$ cat config.mk
export PLATFORM = sky130hd
export DESIGN_NAME = reload_timer
export DESIGN_NICKNAME = d
export VERILOG_FILES = /design/src/rtl/rt_pkg.sv /design/src/rtl/rt_prescale.sv /design/src/rtl/rt_edge_sync.sv /design/src/rtl/rt_count_core.sv /design/src/rtl/rt_irq_ctl.sv /design/src/rtl/reload_timer.sv
export SDC_FILE = /design/constraint.sdc
export NUM_CORES = 1
export LEC_CHECK = 0
export ABC_AREA = 1
export CORE_ASPECT_RATIO = 0.6
export CORE_MARGIN = 2
export CORE_UTILIZATION = 30
export CTS_BUF_LIST = sky130_fd_sc_hd__clkbuf_4
export CTS_CLUSTER_DIAMETER = 50
export DETAILED_ROUTE_END_ITERATION = 10
export GPL_TIMING_DRIVEN = 0
export PLACE_DENSITY = 0.58
export SYNTH_ARGS = -nofsm -noshare
export SYNTH_HDL_FRONTEND = slang
export SYNTH_HIERARCHICAL = 1
export SYNTH_SLANG_ARGS = --single-unit
$ cat constraint.sdc
create_clock -name clk -period 2.4 [get_ports clk]
set_clock_uncertainty 0.1 [all_clocks]
set_input_delay 0.24 -clock clk [delete_from_list [all_inputs] [get_ports clk]]
set_output_delay 0.24 -clock clk [all_outputs]
set_load 0.1 [all_outputs]
$ cat src/rtl/rt_pkg.sv
package rt_pkg;

  // An increment is due when the prescaler sits on its last state.
  function automatic logic presc_due(input logic [7:0] presc, input int unsigned div);
    return presc == 8'(div - 1);
  endfunction

  // Wrap condition: every bit of the count is set and a step is due.
  function automatic logic wraps(input logic [15:0] cnt, input logic step, input int unsigned w);
    logic [15:0] top;
    top = 16'((32'd1 << w) - 1);
    return step && (cnt == top);
  endfunction

  // Replace one byte lane of a word.
  function automatic logic [15:0] put_byte(input logic [15:0] word, input logic [7:0] b,
                                           input logic hi);
    return hi ? {b, word[7:0]} : {word[15:8], b};
  endfunction

endpackage

$ cat src/rtl/rt_prescale.sv
module rt_prescale #(
  parameter int unsigned DIV = 12
) (
  input  logic clk,
  input  logic rst_n,
  input  logic enable,
  output logic tick
);
  localparam int unsigned PW = (DIV > 1) ? $clog2(DIV) : 1;

  logic [PW-1:0] presc;
  logic          last;

  assign last = rt_pkg::presc_due(8'(presc), DIV);
  assign tick = enable && last;

  always_ff @(posedge clk or negedge rst_n) begin
    if (!rst_n)           presc <= '0;
    else if (!enable)     presc <= '0;
    else if (last)        presc <= '0;
    else                  presc <= presc + 1'b1;
  end
endmodule

$ cat src/rtl/rt_edge_sync.sv
module rt_edge_sync #(
  parameter int unsigned STAGES = 2
) (
  input  logic clk,
  input  logic rst_n,
  input  logic pin,
  output logic fall
);
  logic [STAGES-1:0] chain;
  logic              prev;

  always_ff @(posedge clk or negedge rst_n) begin
    if (!rst_n) chain[0] <= 1'b0;
    else        chain[0] <= pin;
  end

  for (genvar i = 1; i < STAGES; i++) begin : g_stage
    always_ff @(posedge clk or negedge rst_n) begin
      if (!rst_n) chain[i] <= 1'b0;
      else        chain[i] <= chain[i-1];
    end
  end

  always_ff @(posedge clk or negedge rst_n) begin
    if (!rst_n) prev <= 1'b0;
    else        prev <= chain[STAGES-1];
  end

  assign fall = prev && !chain[STAGES-1];
endmodule

$ cat src/rtl/rt_count_core.sv
module rt_count_core #(
  parameter int unsigned W = 16
) (
  input  logic           clk,
  input  logic           rst_n,
  input  logic           step,
  input  logic           run,
  input  logic           wr_lo,
  input  logic           wr_hi,
  input  logic [W/2-1:0] wr_data,
  output logic [W-1:0]   count,
  output logic [W-1:0]   reload,
  output logic           wrap
);
  localparam int unsigned HW = W / 2;

  logic [W-1:0] reload_nxt;
  logic [W-1:0] count_nxt;

  assign wrap = rt_pkg::wraps(16'(count), step, W);

  always_comb begin
    reload_nxt = reload;
    if (wr_lo) reload_nxt[HW-1:0] = wr_data;
    if (wr_hi) reload_nxt[W-1:HW] = wr_data;
  end

  always_comb begin
    count_nxt = count;
    if (!run && (wr_lo || wr_hi)) begin
      if (wr_lo) count_nxt[HW-1:0] = wr_data;
      if (wr_hi) count_nxt[W-1:HW] = wr_data;
    end else if (wrap) begin
      count_nxt = reload;
    end else if (step) begin
      count_nxt = count + 1'b1;
    end
  end

  always_ff @(posedge clk or negedge rst_n) begin
    if (!rst_n) begin
      count  <= '0;
      reload <= '0;
    end else begin
      count  <= count_nxt;
      reload <= reload_nxt;
    end
  end
endmodule

$ cat src/rtl/rt_irq_ctl.sv
module rt_irq_ctl (
  input  logic clk,
  input  logic rst_n,
  input  logic wrap,
  input  logic flag_clr,
  input  logic glob_ie,
  input  logic tmr_ie,
  input  logic nm_mode,
  output logic flag,
  output logic nm_latched,
  output logic irq
);
  logic allow;

  always_ff @(posedge clk or negedge rst_n) begin
    if (!rst_n)        flag <= 1'b0;
    else if (wrap)     flag <= 1'b1;
    else if (flag_clr) flag <= 1'b0;
  end

  always_ff @(posedge clk or negedge rst_n) begin
    if (!rst_n)                  nm_latched <= 1'b0;
    else if (nm_mode && tmr_ie)  nm_latched <= 1'b1;
  end

  always_comb begin
    if (nm_latched)   allow = 1'b1;
    else if (nm_mode) allow = tmr_ie;
    else              allow = tmr_ie && glob_ie;
  end

  assign irq = flag && allow;
endmodule

$ cat src/rtl/reload_timer.sv
module reload_timer #(
  parameter int unsigned CNT_W       = 16,
  parameter int unsigned DIV         = 12,
  parameter int unsigned SYNC_STAGES = 2
) (
  input  logic               clk,
  input  logic               rst_n,
  input  logic               run,
  input  logic               gate_mode,
  input  logic               gate_in,
  input  logic               ext_sel,
  input  logic               rate_fast,
  input  logic               cnt_pin,
  input  logic               wr_lo,
  input  logic               wr_hi,
  input  logic [CNT_W/2-1:0] wr_data,
  input  logic               flag_clr,
  input  logic               glob_ie,
  input  logic               tmr_ie,
  input  logic               nm_mode,
  output logic [CNT_W-1:0]   count_val,
  output logic [CNT_W-1:0]   reload_val,
  output logic               reload_evt,
  output logic               ovf_flag,
  output logic               irq
);
  // Named internal events, visible to the bound checker.
  logic run_cond;
  logic slow_tick;
  logic pin_fall;
  logic step;
  logic wrap;
  logic nm_latched;

  assign run_cond = run && (!gate_mode || gate_in);

  rt_prescale #(.DIV(DIV)) u_presc (
    .clk(clk), .rst_n(rst_n), .enable(run_cond && !ext_sel && !rate_fast),
    .tick(slow_tick)
  );

  rt_edge_sync #(.STAGES(SYNC_STAGES)) u_sync (
    .clk(clk), .rst_n(rst_n), .pin(cnt_pin), .fall(pin_fall)
  );

  always_comb begin
    if (!run_cond)      step = 1'b0;
    else if (ext_sel)   step = pin_fall;
    else if (rate_fast) step = 1'b1;
    else                step = slow_tick;
  end

  rt_count_core #(.W(CNT_W)) u_core (
    .clk(clk), .rst_n(rst_n), .step(step), .run(run),
    .wr_lo(wr_lo), .wr_hi(wr_hi), .wr_data(wr_data),
    .count(count_val), .reload(reload_val), .wrap(wrap)
  );

  rt_irq_ctl u_irq (
    .clk(clk), .rst_n(rst_n), .wrap(wrap), .flag_clr(flag_clr),
    .glob_ie(glob_ie), .tmr_ie(tmr_ie), .nm_mode(nm_mode),
    .flag(ovf_flag), .nm_latched(nm_latched), .irq(irq)
  );

  assign reload_evt = wrap;
endmodule

== Yosys cells after proc, flatten, opt, wreduce, memory -nomap -nowiden ==
Index checks and enable logic that the tools add are counted.

* Add/sub/neg operators: 2
* Equality and inequality tests: 4
* Mux-type cells: 14
* Reduce and logical (&&, ||, !) cells: 21

{| class="wikitable"
|+ Operators by type and width
! kind !! count
|-
| $mux W16 || 3
|-
| $add A16 B1 Y16 const B || 1
|-
| $eq A16 B16 Y1 const B || 1
|-
| $mux W8 || 2
|-
| $logic_and A1 B1 Y1 || 10
|-
| $mux W4 || 2
|-
| $mux W1 || 7
|-
| $logic_not A1 Y1 || 5
|-
| $add A4 B1 Y4 const B || 1
|-
| $eq A4 B4 Y1 const B || 1
|-
| $ne A2 B2 Y1 const B || 2
|-
| $reduce_and A2 Y1 || 2
|-
| $reduce_bool A3 Y1 || 1
|-
| $logic_or A1 B1 Y1 || 2
|-
| $reduce_bool A2 Y1 || 1
|}

* Flip-flop bits (word level): 41
* Output and inout bits: 35
* Logic and storage cells: 51

== Depth between registers and ports, before layout ==
* Depth in word-level cells: 12
* Depth in mapped cells: 16

== Modules after synthesis ==
The synthesis kept the hierarchy.

{| class="wikitable"
|+ By module, submodules not included
! module !! times used !! cells each !! area an instance (sq um)
|-
| rt_count_core || 1 || 292 || 2092.0
|-
| rt_prescale || 1 || 21 || 186.4
|-
| rt_irq_ctl || 1 || 11 || 88.8
|-
| rt_edge_sync || 1 || 5 || 85.1
|-
| reload_timer || 1 || 9 || 38.8
|}

== Worst setup path before layout ==
No wires, ideal clock.

* Path type: reg-to-reg
* Start: reg u_core.count[0]
* End: reg u_core.count[5]
* Setup time: 0.124 ns
* Data arrival time: 2.598 ns
* Data required time: 2.176 ns
* Setup slack: -0.422 ns
* Stages on the path, launching flop included: 9
* Buffers on the path: 0
* Period minus slack after synthesis: 2.822 ns
* Cell sequence: dfrtp_1 > ha_1 > nand3_2 > nor2_4 > nand3_2 > nor2_4 > nand2_1 > nand3_2 > a21oi_2

* Word-level cells in the longest chain between the ends: 4
* Elaborated cells on any way between the ends: 8

{| class="wikitable"
|+ Ends and longest elaborated chain
! item !! line !! source
|-
| start, declared || rt_count_core.sv:11 || <nowiki>output logic [W-1:0] count,</nowiki>
|-
| start signal, assigned || rt_count_core.sv:45 || <nowiki>count <= count_nxt;</nowiki>
|-
| $eq A16 B16 Y1 * || rt_pkg.sv:12 || <nowiki>return step && (cnt == top);</nowiki>
|-
| $logic_and A1 B1 Y1 * || rt_pkg.sv:12 ||
|-
| named net reload_evt || reload_timer.sv:23 || <nowiki>output logic reload_evt,</nowiki>
|-
| $reduce_bool A3 Y1 (no line) / $mux W16 (equally long branches) || -- ||
|-
| $reduce_and A2 Y1 (no line) / $mux W16 (equally long branches) || -- ||
|}

The timed path passes the listed nets; every way through them passes the cells marked *. The select of a mux whose other input is x is not followed.
A chain may end at the register's enable or synchronous reset.

== Worst setup path after layout ==
* Start: in ext_sel
* End: reg u_core.count[10]

* Word-level cells in the longest chain between the ends: 10
* Elaborated cells on any way between the ends: 12

{| class="wikitable"
|+ Ends and longest elaborated chain
! item !! line !! source
|-
| start, declared || reload_timer.sv:11 || <nowiki>input logic ext_sel,</nowiki>
|-
| $logic_not A1 Y1 * || reload_timer.sv:38 || <nowiki>.clk(clk), .rst_n(rst_n), .enable(run_cond && !ext_sel && !rate_fast),</nowiki>
|-
| $logic_and A1 B1 Y1 * (2 in series) || reload_timer.sv:38 ||
|-
| $logic_and A1 B1 Y1 * || rt_prescale.sv:15 || <nowiki>assign tick = enable && last;</nowiki>
|-
| named net slow_tick || reload_timer.sv:29 || <nowiki>logic slow_tick;</nowiki>
|-
| $mux W1 * || reload_timer.sv:49 || <nowiki>else if (rate_fast) step = 1'b1;</nowiki>
|-
| $mux W1 * || reload_timer.sv:48 || <nowiki>else if (ext_sel) step = pin_fall;</nowiki>
|-
| $mux W1 * || reload_timer.sv:47 || <nowiki>if (!run_cond) step = 1'b0;</nowiki>
|-
| named net step || reload_timer.sv:31 || <nowiki>logic step;</nowiki>
|-
| $logic_and A1 B1 Y1 || rt_pkg.sv:12 ||
|-
| $reduce_bool A3 Y1 (no line) / $mux W16 (equally long branches) || -- ||
|-
| $reduce_and A2 Y1 (no line) / $mux W16 (equally long branches) || -- ||
|}

The timed path passes the listed nets; every way through them passes the cells marked *.

==> results.py <==
metrics = {
    "run_status": {
        "outcome": "finished clean",
    },
    "place": {
        "place_hpwl_um": 5810,
        "port-buffer-count": 56,
        "place_ws_ns": -1.37,
        "gp_congestion": 0.947,
    },
    "routing": {
        "finalWirelength_um": 7550,
        "drc": 0,
        "viasPerCell": 4.68,
        "drt_iter0_drc": 152,
        "drt_pre_antenna_iters": 5,
        "num_vias": 2449,
        "routedWlPerCell_um": 14.4,
        "ant_nets": 0,
    },
    "synthesis": {
        "avgSynthCellArea_um2": 7.37,
        "synth_top_family_by_area": "simple AND/OR/NAND/NOR gates",
        "synth_common_cells": "nand2_1, nor2_1, inv_1",
        "ys_seq_area_share_pct": 41.2,
        "synthAdderAreaFrac_pct": 1.00,
        "synth-seq-cells": 41,
        "synth_cells": 338,
        "synth_cell_types": 28,
        "synth.area.mux_share_pct": 0,
        "postSynth.asyncResetShare_pct": 100,
        "synth_area_mm2": 0.00249,
        "synthSimpleGateAreaFrac_pct": 38.1,
        "synth_top_area_cell": "dfrtp_1",
        "synth_most_common_cell": "nand2_1",
        "netlist.area_leader.share_pct": 41.2,
        "synth_edf_count": 0,
        "synth-xor-area-share_pct": 2.46,
        "synth_compound_area_share_pct": 8.79,
        "synth_warnings": 6,
        "ys_top_cells_by_area": "dfrtp_1, nand2_1, nor2_1",
        "synth_nets": 362,
        "synth_flop_cell": "dfrtp_1",
    },
    "floorplan": {
        "die_x_um": 122,
        "initial_core_util_pct": 31.2,
        "core.rowCount": 25,
        "die_area_mm2": 0.00907,
        "num_io_pins": 57,
        "die_height_um": 74.6,
        "core_mm2": 0.00798,
    },
    "power_and_ir_drop": {
        "power.total_mw": 2.79,
        "p_per_area_mw_per_mm2": 820,
        "pwr-share-seq_pct": 33.8,
        "switching_share_pct": 53.3,
        "ir_drop_uv": 504,
        "clockPowerShare_pct": 13.3,
        "power.switching_mw": 1.49,
        "internal_power_mw": 1.31,
        "pwr-share-comb_pct": 52.9,
        "p_leak_nw": 1.60,
    },
    "setup_path": {
        "worstReg2RegStart": "u_presc/presc[1]",
        "cp_max_fo": 10,
        "timing.rr.end": "u_core/count[10]",
        "reg2reg_depth": 11,
        "crit_required_ns": 2.58,
        "crit_arrival_ns": 2.56,
        "crit_path_start_kind": "input pin",
        "path_class": "input pin to register",
        "ff2ff_setup_slack_ns": 0.04,
        "cp-end-kind": "register",
    },
    "grt": {
        "grt_max_degree": 26,
        "gr-total-overflow": 0,
        "grt_antenna_before_repair": 0,
        "grt_pass1_wl_um": 12000,
        "grt_pass1_vias": 2362,
        "grtUsageTotal_pct": 17.7,
    },
    "run": {
        "cap_viol_max_count": 0,
    },
    "finish": {
        "areaGrowthSynthToFinish_pct": 36.8,
        "final_util_pct": 42.7,
        "num_antenna_cells": 0,
        "fillers": 841,
        "regArea_mm2": 0.00105,
        "nets": 438,
        "drive_above_1_share_pct": 21.2,
        "multi_input_area_mm2": 0.00128,
    },
    "hold_path": {
        "hold_depth": 1,
        "hp-start": "cnt_pin",
        "hp-class": "input pin to register",
        "worstHoldEndpoint": "u_sync/chain[0]",
    },
    "timing": {
        "tightest_slew_ns": 0.994,
        "fmax_mhz": 419,
        "grt_setup_unrepaired": "yes",
        "fin_setup_tns_ns": 0,
        "fin_crit_sh_pct": 99.5,
        "fin_crit_ns": 2.39,
        "finalHoldViolCount": 0,
        "whs_ns": 0.201,
        "fin_ws_ns": 0.0129,
        "slew_headroom_pct": 33.5,
        "drv_slew": 0,
        "setup_violations": 0,
    },
    "clock_tree": {
        "cts_buffer_depth": 2,
        "cts_sinks": 41,
        "cts_made_buffers": 5,
        "h-tree-depth": 2,
        "cts_root_buf": "clkbuf_4",
        "clk-insertion-delay-late_ns": 0.38,
        "cts_tree": "done",
        "clk_transition_reported_paths_ns": 0.14,
    },
}
==> logic make-up (layout without fill, tap and decap cells) <==
family                     count (synthesis)  in the layout
AOI/OAI and AO/OA                         37             37
xor gates and xnor gates                   7              7
adders and majority gates                  2              2
buffers and inverters                     52            129
DFF                                       41             41
and+or+nand+nor                          199            199
==> worst max-delay path: stages <==
cell             delay [ns]
clkdlybuf4s50_1        0.46
nor2_1                 0.13
and3_4                 0.20
inv_1                  0.05
nor2_2                 0.09
nor3_2                 0.05
nor2_2                 0.16
inv_2                  0.07
buf_4                  0.14
o22ai_2                0.43
inv_2                  0.18
nor2_1                 0.26
a21oi_1                0.11
==> state kept, by name, indices dropped and copies added, names as in the netlist <==
register          count
u_core/count         16
u_core/reload        16
u_presc/presc         4
u_sync/chain          2
u_irq/flag            1
u_irq/nm_latched      1
u_sync/prev           1
==> timing repair <==
item	in CTS	in global routing
hold endpoints to repair	16	0
pin swaps	3	7
gates resized for setup	12	7
setup endpoints to repair	8	2
hold buffers	1	0
buffers inserted	5	6
==> layout make-up <==
cell class / count / share of cell area (%)
repair buffers: 69 / 19.9
plain buffers: 4 / 0.881
inverters: 48 / 5.29
multi-input cells: 245 / 37.5
clock buffers: 6 / 1.32
flip-flops and latches: 41 / 30.8
clock inverters: 2 / 0.294
well taps: 108 / 3.97
==> how the worst max path moves through the flow <==
stage / startpoint / end / depth (start not counted) / slack [ns]
2_1_floorplan: u_core/count[1] / u_core/count[5] / 8 / 0.01
3_3_place_gp: run / reload_evt / 11 / -1.34
3_5_place_dp: run / reload_evt / 11 / -1.37
4_1_cts: ext_sel / reload_evt / 12 / -0.002
5_1_grt: u_presc/presc[1] / reload_evt / 10 / -0.12
6_report: ext_sel / u_core/count[10] / 13 / 0.01
==> layer usage <==
| metal | vias up | part of all wire (%) | GRT usage, % |
|---|---|---|---|
| li1 | 1211 | - | - |
| met1 | 1150 | 51 | 26.7 |
| met3 | 9 | 8.0 | 4.83 |
| met5 | - | 0 | 0 |
| met4 | 0 | 0.94 | 4.21 |
| met2 | 79 | 40 | 25.2 |
==> power groups by stage <==
stage / logic (mW) / registers [mW] / clock network (mW)
after floorplan: 0.443 / 1.60 / 0
after detailed placement: 1.46 / 0.962 / 0
after global routing: 1.57 / 0.966 / 0.430
final: 1.48 / 0.945 / 0.371
after CTS: 1.47 / 0.947 / 0.389
after global placement: 1.45 / 0.960 / 0
==> per-stage QoR <==
stage          area [µm²]  instances
2_1_floorplan        2520        338
3_3_place_gp         3210        502
3_5_place_dp         3230        503
4_1_cts              3340        517
6_report             3410        523
5_1_grt              3410        523
==> cells in the final DEF, fill, tap and decap left out, types with 3 or more instances in the layout <==
cell / Yosys / layout
o21ai_0: 17 / 17
nor2_2: 10 / 13
nand2_2: 7 / 8
nand4_1: 5 / 5
inv_2: 6 / 7
inv_1: 42 / 41
nand2_1: 83 / 82
dfrtp_2: 0 / 14
clkbuf_4: 0 / 6
xor2_1: 3 / 3
xnor2_1: 4 / 4
nand3_2: 3 / 3
nand3_1: 28 / 28
a21oi_2: 3 / 3
dfrtp_1: 41 / 25
buf_4: 0 / 11
nor2_1: 51 / 48
a21oi_1: 12 / 12
clkdlybuf4s50_1: 0 / 51
nor2_4: 6 / 6
(Power assumes the default switching activity.)
